==> src/rtl/irqc_pkg.sv <==
package irqc_pkg;

  // Register byte offsets
  localparam int unsigned OFS_N_STAT = 'h000;
  localparam int unsigned OFS_N_SRC  = 'h004;
  localparam int unsigned OFS_N_SET  = 'h008;
  localparam int unsigned OFS_N_CLR  = 'h00C;
  localparam int unsigned OFS_F_STAT = 'h100;
  localparam int unsigned OFS_F_SRC  = 'h104;
  localparam int unsigned OFS_F_SET  = 'h108;
  localparam int unsigned OFS_F_CLR  = 'h10C;

  localparam int unsigned NUM_LVL = 2;

  typedef enum logic [0:0] {
    LVL_NORM = 1'b0,
    LVL_FAST = 1'b1
  } level_e;

  typedef struct packed {
    logic set;
    logic clr;
  } mask_cmd_t;

endpackage

==> src/rtl/irqc_mask.sv <==
module irqc_mask #(
  parameter int unsigned W = 32
) (
  input  logic         clk,
  input  logic         rst_n,
  input  logic         set_i,
  input  logic         clr_i,
  input  logic         xclr_i,
  input  logic [W-1:0] wdata_i,
  output logic [W-1:0] en_o
);

  logic [W-1:0] en_q;
  logic [W-1:0] en_nxt;

  // The clear is applied last, so it wins over a set of the same bit.
  always_comb begin
    en_nxt = en_q;
    if (set_i)  en_nxt = en_nxt | wdata_i;
    if (xclr_i) en_nxt = en_nxt & ~wdata_i;
    if (clr_i)  en_nxt = en_nxt & ~wdata_i;
  end

  always_ff @(posedge clk or negedge rst_n) begin
    if (!rst_n) en_q <= '0;
    else        en_q <= en_nxt;
  end

  assign en_o = en_q;

  assert_set_bits_R2: assert property (@(posedge clk) disable iff (!rst_n)
    (set_i && !clr_i && !xclr_i) |=> ((en_q & $past(wdata_i)) == $past(wdata_i)));

  assert_set_keeps_R2: assert property (@(posedge clk) disable iff (!rst_n)
    (set_i && !clr_i && !xclr_i) |=> ((en_q & ~$past(wdata_i)) == ($past(en_q) & ~$past(wdata_i))));

  assert_clr_bits_R3: assert property (@(posedge clk) disable iff (!rst_n)
    (clr_i || xclr_i) |=> ((en_q & $past(wdata_i)) == '0));

  assert_idle_hold_R3: assert property (@(posedge clk) disable iff (!rst_n)
    (!set_i && !clr_i && !xclr_i) |=> $stable(en_q));

endmodule

==> src/rtl/irqc_status.sv <==
module irqc_status #(
  parameter int unsigned W = 32
) (
  input  logic [W-1:1] req_i,
  input  logic [W-1:0] n_en_i,
  input  logic [W-1:0] f_en_i,
  output logic [W-1:0] src_o,
  output logic [W-1:0] n_stat_o,
  output logic [W-1:0] f_stat_o,
  output logic         fast_any_o,
  output logic         norm_any_o
);

  logic [W-1:1] f_upper;

  // Bits 31..1 of the fast status feed back into bit 0; bit 0 itself is
  // left out of the OR, so there is no loop.
  assign f_upper    = req_i & f_en_i[W-1:1];
  assign fast_any_o = |f_upper;
  assign src_o      = {req_i, fast_any_o};
  assign n_stat_o   = src_o & n_en_i;
  assign f_stat_o   = src_o & f_en_i;
  assign norm_any_o = |n_stat_o;

endmodule

==> src/rtl/irqc_regif.sv <==
module irqc_regif
  import irqc_pkg::*;
#(
  parameter int unsigned AW = 12,
  parameter int unsigned W  = 32
) (
  input  logic [AW-1:0] addr_i,
  input  logic          we_i,
  input  logic [W-1:0]  src_i,
  input  logic [W-1:0]  n_stat_i,
  input  logic [W-1:0]  f_stat_i,
  input  logic [W-1:0]  n_en_i,
  input  logic [W-1:0]  f_en_i,
  output mask_cmd_t     cmd_o [NUM_LVL],
  output logic [W-1:0]  rdata_o
);

  always_comb begin
    for (int l = 0; l < NUM_LVL; l++) cmd_o[l] = '0;
    rdata_o = '0;
    case (addr_i)
      AW'(OFS_N_STAT): rdata_o = n_stat_i;
      AW'(OFS_N_SRC):  rdata_o = src_i;
      AW'(OFS_N_SET): begin
        rdata_o            = n_en_i;
        cmd_o[LVL_NORM].set = we_i;
      end
      AW'(OFS_N_CLR):  cmd_o[LVL_NORM].clr = we_i;
      AW'(OFS_F_STAT): rdata_o = f_stat_i;
      AW'(OFS_F_SRC):  rdata_o = src_i;
      AW'(OFS_F_SET): begin
        rdata_o            = f_en_i;
        cmd_o[LVL_FAST].set = we_i;
      end
      AW'(OFS_F_CLR):  cmd_o[LVL_FAST].clr = we_i;
      default:         rdata_o = '0;
    endcase
  end

  // Only one mask command can come from one write.
  always_comb begin
    assert_one_cmd_R9: assert ($countones({cmd_o[0].set, cmd_o[0].clr,
                                           cmd_o[1].set, cmd_o[1].clr}) <= 1);
  end

endmodule

==> src/rtl/irq_fiq_ctrl.sv <==
module irq_fiq_ctrl
  import irqc_pkg::*;
#(
  parameter int unsigned NSRC   = 32,
  parameter int unsigned ADDR_W = 12
) (
  input  logic              clk,
  input  logic              rst_n,
  input  logic [NSRC-1:1]   req_i,
  input  logic [ADDR_W-1:0] reg_addr_i,
  input  logic              reg_we_i,
  input  logic [NSRC-1:0]   reg_wdata_i,
  output logic [NSRC-1:0]   reg_rdata_o,
  output logic              irq_o,
  output logic              fiq_o
);

  mask_cmd_t         cmd [NUM_LVL];
  logic [NSRC-1:0]   en  [NUM_LVL];
  logic [NSRC-1:0]   src;
  logic [NSRC-1:0]   n_stat;
  logic [NSRC-1:0]   f_stat;
  logic              fast_any;
  logic              norm_any;

  irqc_regif #(.AW(ADDR_W), .W(NSRC)) u_regif (
    .addr_i   (reg_addr_i),
    .we_i     (reg_we_i),
    .src_i    (src),
    .n_stat_i (n_stat),
    .f_stat_i (f_stat),
    .n_en_i   (en[LVL_NORM]),
    .f_en_i   (en[LVL_FAST]),
    .cmd_o    (cmd),
    .rdata_o  (reg_rdata_o)
  );

  // One mask per level; a set at one level is the cross-clear of the other.
  for (genvar l = 0; l < NUM_LVL; l++) begin : g_lvl
    irqc_mask #(.W(NSRC)) u_mask (
      .clk     (clk),
      .rst_n   (rst_n),
      .set_i   (cmd[l].set),
      .clr_i   (cmd[l].clr),
      .xclr_i  (cmd[NUM_LVL-1-l].set),
      .wdata_i (reg_wdata_i),
      .en_o    (en[l])
    );
  end

  irqc_status #(.W(NSRC)) u_status (
    .req_i      (req_i),
    .n_en_i     (en[LVL_NORM]),
    .f_en_i     (en[LVL_FAST]),
    .src_o      (src),
    .n_stat_o   (n_stat),
    .f_stat_o   (f_stat),
    .fast_any_o (fast_any),
    .norm_any_o (norm_any)
  );

  always_ff @(posedge clk or negedge rst_n) begin
    if (!rst_n) begin
      irq_o <= 1'b0;
      fiq_o <= 1'b0;
    end else begin
      irq_o <= norm_any;
      fiq_o <= fast_any;
    end
  end

  assert_masks_exclusive_R4: assert property (@(posedge clk) disable iff (!rst_n)
    (en[LVL_NORM] & en[LVL_FAST]) == '0);

  assert_fiq_out_R7: assert property (@(posedge clk) disable iff (!rst_n)
    1'b1 |=> (fiq_o == $past(|(f_stat[NSRC-1:1]))));

  assert_irq_out_R8: assert property (@(posedge clk) disable iff (!rst_n)
    1'b1 |=> (irq_o == $past(|n_stat)));

  assert_feedback_R6: assert property (@(posedge clk) disable iff (!rst_n)
    src[0] == (|(f_stat[NSRC-1:1])));

endmodule

==> config.mk <==
export PLATFORM = sky130hd
export DESIGN_NAME = irq_fiq_ctrl
export DESIGN_NICKNAME = d
export VERILOG_FILES = /design/src/rtl/irqc_pkg.sv /design/src/rtl/irqc_mask.sv /design/src/rtl/irqc_status.sv /design/src/rtl/irqc_regif.sv /design/src/rtl/irq_fiq_ctrl.sv
export SDC_FILE = /design/constraint.sdc
export NUM_CORES = 1
export LEC_CHECK = 0
export BUFFER_PORTS_ARGS = -buffer_cell sky130_fd_sc_hd__clkbuf_2
export CAP_MARGIN = 20
export CORE_MARGIN = 2
export CORE_UTILIZATION = 51
export DETAILED_ROUTE_END_ITERATION = 10
export PLACE_DENSITY = 0.84
export RECOVER_POWER = 50
export SLEW_MARGIN = 30
export SYNTH_ARGS = -nofsm -noshare
export SYNTH_HDL_FRONTEND = slang
export SYNTH_SLANG_ARGS = --single-unit
==> constraint.sdc <==
create_clock -name clk -period 2.3 [get_ports clk]
set_clock_uncertainty 0.15 [all_clocks]
set_input_delay 0.23 -clock clk [delete_from_list [all_inputs] [get_ports clk]]
set_output_delay 0.23 -clock clk [all_outputs]
set_load 0.02 [all_outputs]
**Yosys cells after proc, flatten, opt, wreduce, memory -nomap -nowiden**

Cells that the tools add are included.

- Bits in registers: 66
- Bits in latches: 0
- Bits in writable memories: 0
- Bits in read-only memories: 0
- Output and inout port bits: 34
- Memories: 0

- $add $sub $neg: 0
- Multipliers: 0
- Divide/modulo/power cells: 0
- Magnitude comparators: 0
- Eq/ne operators: 7
- Shifts and indexed selects: 0
- Muxes and demuxes: 11
- Bitwise operators: 10
- Reduce and logical (&&, ||, !) cells: 4

Operators with widths:

| cell | number |
|---|---|
| $and A32 B32 Y32 | 6 |
| $mux W32 | 6 |
| $pmux W32 S5 | 1 |
| $or A32 B32 Y32 | 2 |
| $eq A12 B9 Y1 const B | 4 |
| $not A32 Y32 | 1 |
| $reduce_or A32 Y1 | 1 |
| $and A31 B31 Y31 | 1 |
| $reduce_or A31 Y1 | 1 |
| $eq A12 B4 Y1 const B | 2 |
| $eq A12 B3 Y1 const B | 1 |
| $logic_not A12 Y1 | 1 |
| $mux W1 | 4 |
| $reduce_or A2 Y1 | 1 |

**Longest topological paths before layout**

- Word-level depth: 7
- Depth in mapped cells: 9

**Modules after synthesis**

From an unflattened synthesis, not the netlist that was laid out.

- Cell total of the unflattened synthesis: 549
- Area total of the unflattened synthesis: 5247.5 um^2

By module, submodules not included:

| module | instances | cells each | area each (um^2) |
|---|---|---|---|
| irqc_mask | 2 | 104 | 1323.8 |
| irqc_regif | 1 | 217 | 1721.7 |
| irqc_status | 1 | 122 | 828.3 |
| irq_fiq_ctrl | 1 | 2 | 50.0 |

**Worst setup path before layout**

Ideal clock, no wire load.

- Path type: in2out
- From: input port reg_addr_i[11]
- To: output port reg_rdata_o[10]
- Data arrival time: 1.755 ns
- Setup slack: 0.165 ns
- Stages on the path: 6
- Buffers on the path: 1
- Cells stage by stage: nor4_1 > nand3_1 > a21oi_1 > buf_1 > o21ai_0 > a21oi_1

- Longest elaborated chain between the ends: 3

Ends and longest elaborated chain:

| what | line | RTL |
|---|---|---|
| start, declared | irq_fiq_ctrl.sv:10 | `input logic [ADDR_W-1:0] reg_addr_i,` |
| $eq A12 B3 Y1 or $eq A12 B9 Y1 (tied branches) | irqc_regif.sv:21 | `case (addr_i)` |
| $reduce_or A2 Y1 (no source line) | n/a |  |
| $pmux W32 S5 * | irqc_regif.sv:21 |  |
| end, declared | irq_fiq_ctrl.sv:13 | `output logic [NSRC-1:0] reg_rdata_o,` |

Every way passes the cells marked *; elsewhere a longest branch is shown, timed or not.

==> results.tsv <==
metric	value	unit
fraction of layout instances using a drive strength above 1	29.6	%
DR iter-0 viols	432	
post-route ant nets	0	
RSZ-0062 raised after global routing	true	
crit start category	flop	
GRT overflow	0	
clock-pin slew on the worst setup and hold paths	70	ps
RD Place Congestion	0.908	
Setup WS post-layout	-379	ps
leakage power	2.31	nW
sw power	0.617	mW
EDFF count, synth	0	
crit share post-route	116	%
design area	4810	um^2
syn_nets	484	
Max FO, Critical Path	3	
Clock Sinks	66	
Die X	87.5	um
sequential share of the synthesized area	46.4	%
detailed placement HPWL	8190	um
Hold Crit Start	req_i[17]	
outcome	complete, but fails checks	
P_int	1.85	mW
IO Pins	112	
Root Driver	clkbuf_8	
top post-synthesis cells by area	dfrtp_1 46%, a21oi_1 20%, mux2_2 5.1%, a22oi_1 4.2%, nor2_1 3.4%	
Comb power frac	11.7	%
Worst setup EP type	output port	
fmax	373	MHz
Mean Syn Cell Area	8.76	um^2
drt total wl	12400	um
clk_lat worst skew	340	ps
DP Cell Count	586	
ys flop type	dfrtp_1	
Synthesis Warnings	0	
all-layer global routing usage	33.0	%
Vias per Instance	6.36	
largest net degree at the start of global routing	31	
Slew HR	0.908	%
DRC violations left	0	
Worst Tran Pin Value	1490	ps
pwr dens	512	nW/um^2
peak supply drop	0.000395	V
TritonCTS Buffers	9	
drt pass-1 iters	6	
pins over their slew limit	0	
#FFs+latches synth	66	
core box area	6760	um^2
Yosys top cell area share	46.4	%
Die Ht	87.5	um
# diodes	0	
dpl cell area	4290	um^2
DR vias	4060	
Netlist Area Pre-Place	3560	um^2
Synth area leader	dfrtp_1	
Post-synth top cells	145 x a21oi_1, 66 x dfrtp_1, 32 x nor2_1	
initial antenna violation count	0	
Final Hold Slack	169	ps
Tot Pwr	2.46	mW
Yosys cell types	31	
Synth async-reset ratio	100	%
Final setup viols	2	
PortBufs	111	
Final Util	71.3	%
crit path DAT	2300	ps
global-route wire length before repair	19400	um
die area	7660	um^2
fin nets	631	
Clock Path Buffers	2	
Avg WL per Cell	19.5	um
fin crit period	2680	ps
row count	30	
Synth Instances	406	
violated checks	negative setup slack	
Flop pwr share	47.6	%
max-cap viol count	0	
vias in the first global route	3953	
Initial Utilization	52.6	%
H-tree level count	3	
most common cell in the synthesized netlist	a21oi_1	
Switching Share	25.0	%
CTS tree	built	
class of the worst hold path	input pin to flop	
Crit path required time	1920	ps
area delta synth->final	35.4	%
critical path class	flop to output port	
final hold violations	0	
Clock Power Share	40.6	%
Finished Layout Cells	638	
-- stage by stage --
step / TNS, ps / setup slack (ps)
5_1_grt: -4660 / -405
2_1_floorplan: 0 / 165
4_1_cts: -374 / -344
3_5_place_dp: -2.95 / -2.95
3_3_place_gp: 0 / 42.1
6_report: -572 / -379
-- worst max-delay path, cell delays in order, from the launching register on --
cell and delay, ps:
dfrtp_1 400, a222oi_1 480, nand3_1 140, or4_4 550, o221a_4 280, buf_8 130
-- metal layers --
| metal | vias up | share of wire, % | GRT usage, % |
|---|---|---|---|
| met4 | 0 | 2.4 | 14.3 |
| met5 | - | 0 | 0 |
| li1 | 1810 | - | - |
| met3 | 33 | 10 | 6.07 |
| met2 | 303 | 48 | 53.7 |
| met1 | 1914 | 40 | 43.5 |
-- layout by cell type (no fill, tap or decap), types with 2 or more instances in the layout --
master,netlist,final
nor2_1,32,31
dfrtp_1,66,66
clkinv_2,0,3
clkbuf_8,0,11
a221oi_1,3,3
a222oi_1,2,2
nor2b_1,17,17
o21ai_0,17,17
a22oi_1,20,20
dlygate4sd3_1,0,33
nand2_1,17,17
clkbuf_1,15,6
mux2_2,16,16
a22o_1,4,4
o22ai_1,15,15
a21oi_1,145,144
buf_4,0,13
nand4_1,5,5
clkbuf_2,0,109
nand3_1,3,3
-- cell type report --
| cell class | count | area, um^2 |
|---|---|---|
| Clock buffer | 11 | 151 |
| Clock inverter | 5 | 52.6 |
| Fill cell | 528 | 1940 |
| Multi-Input combinational cell | 311 | 1810 |
| Sequential cell | 66 | 1650 |
| Tap cell | 80 | 100 |
| Timing Repair Buffer | 165 | 1050 |
-- logic make-up (layout without fill, tap and decap cells) --
kind of cell / after synthesis / after routing / synth area share [%]
AO/OA/AOI/OAI: 211 / 211 / 33.4
buffers and inverters: 29 / 181 / 3.45
multiplexers: 16 / 16 / 5.06
flip-flops: 66 / 66 / 46.4
AND/OR/NAND/NOR: 83 / 83 / 11.4
XOR/XNOR: 1 / 1 / 0.246
-- power by group through the flow --
stage | clock network [mW] | registers [mW] | logic [mW]
after CTS | 1.01 | 1.17 | 0.283
final | 1.00 | 1.17 | 0.289
after detailed placement | 0 | 1.19 | 0.234
after global routing | 1.06 | 1.17 | 0.309
after floorplan | 0 | 1.20 | 0.0676
after global placement | 0 | 1.19 | 0.230
-- worst paths after layout --
kind                                        to  slack (ps)  depth (start not counted)
worst min register to register            flop         380                          2
worst max register to register           irq_o        -190                          6
min in group asynchronous            async pin         630                          2
worst max-delay path            reg_rdata_o[0]        -380                          5
max in group asynchronous            async pin         140                          3
worst min-delay path                     irq_o         170                          4
-- timing repair --
action,CTS,global route
endpoints found under the hold margin,89,0
buffers inserted,2,1
hold buffers,33,0
gates cloned,0,0
gates resized for setup,3,4
endpoints found under the setup margin,1,11
pin swaps,4,1
Power figures use the tool's default switching activity.
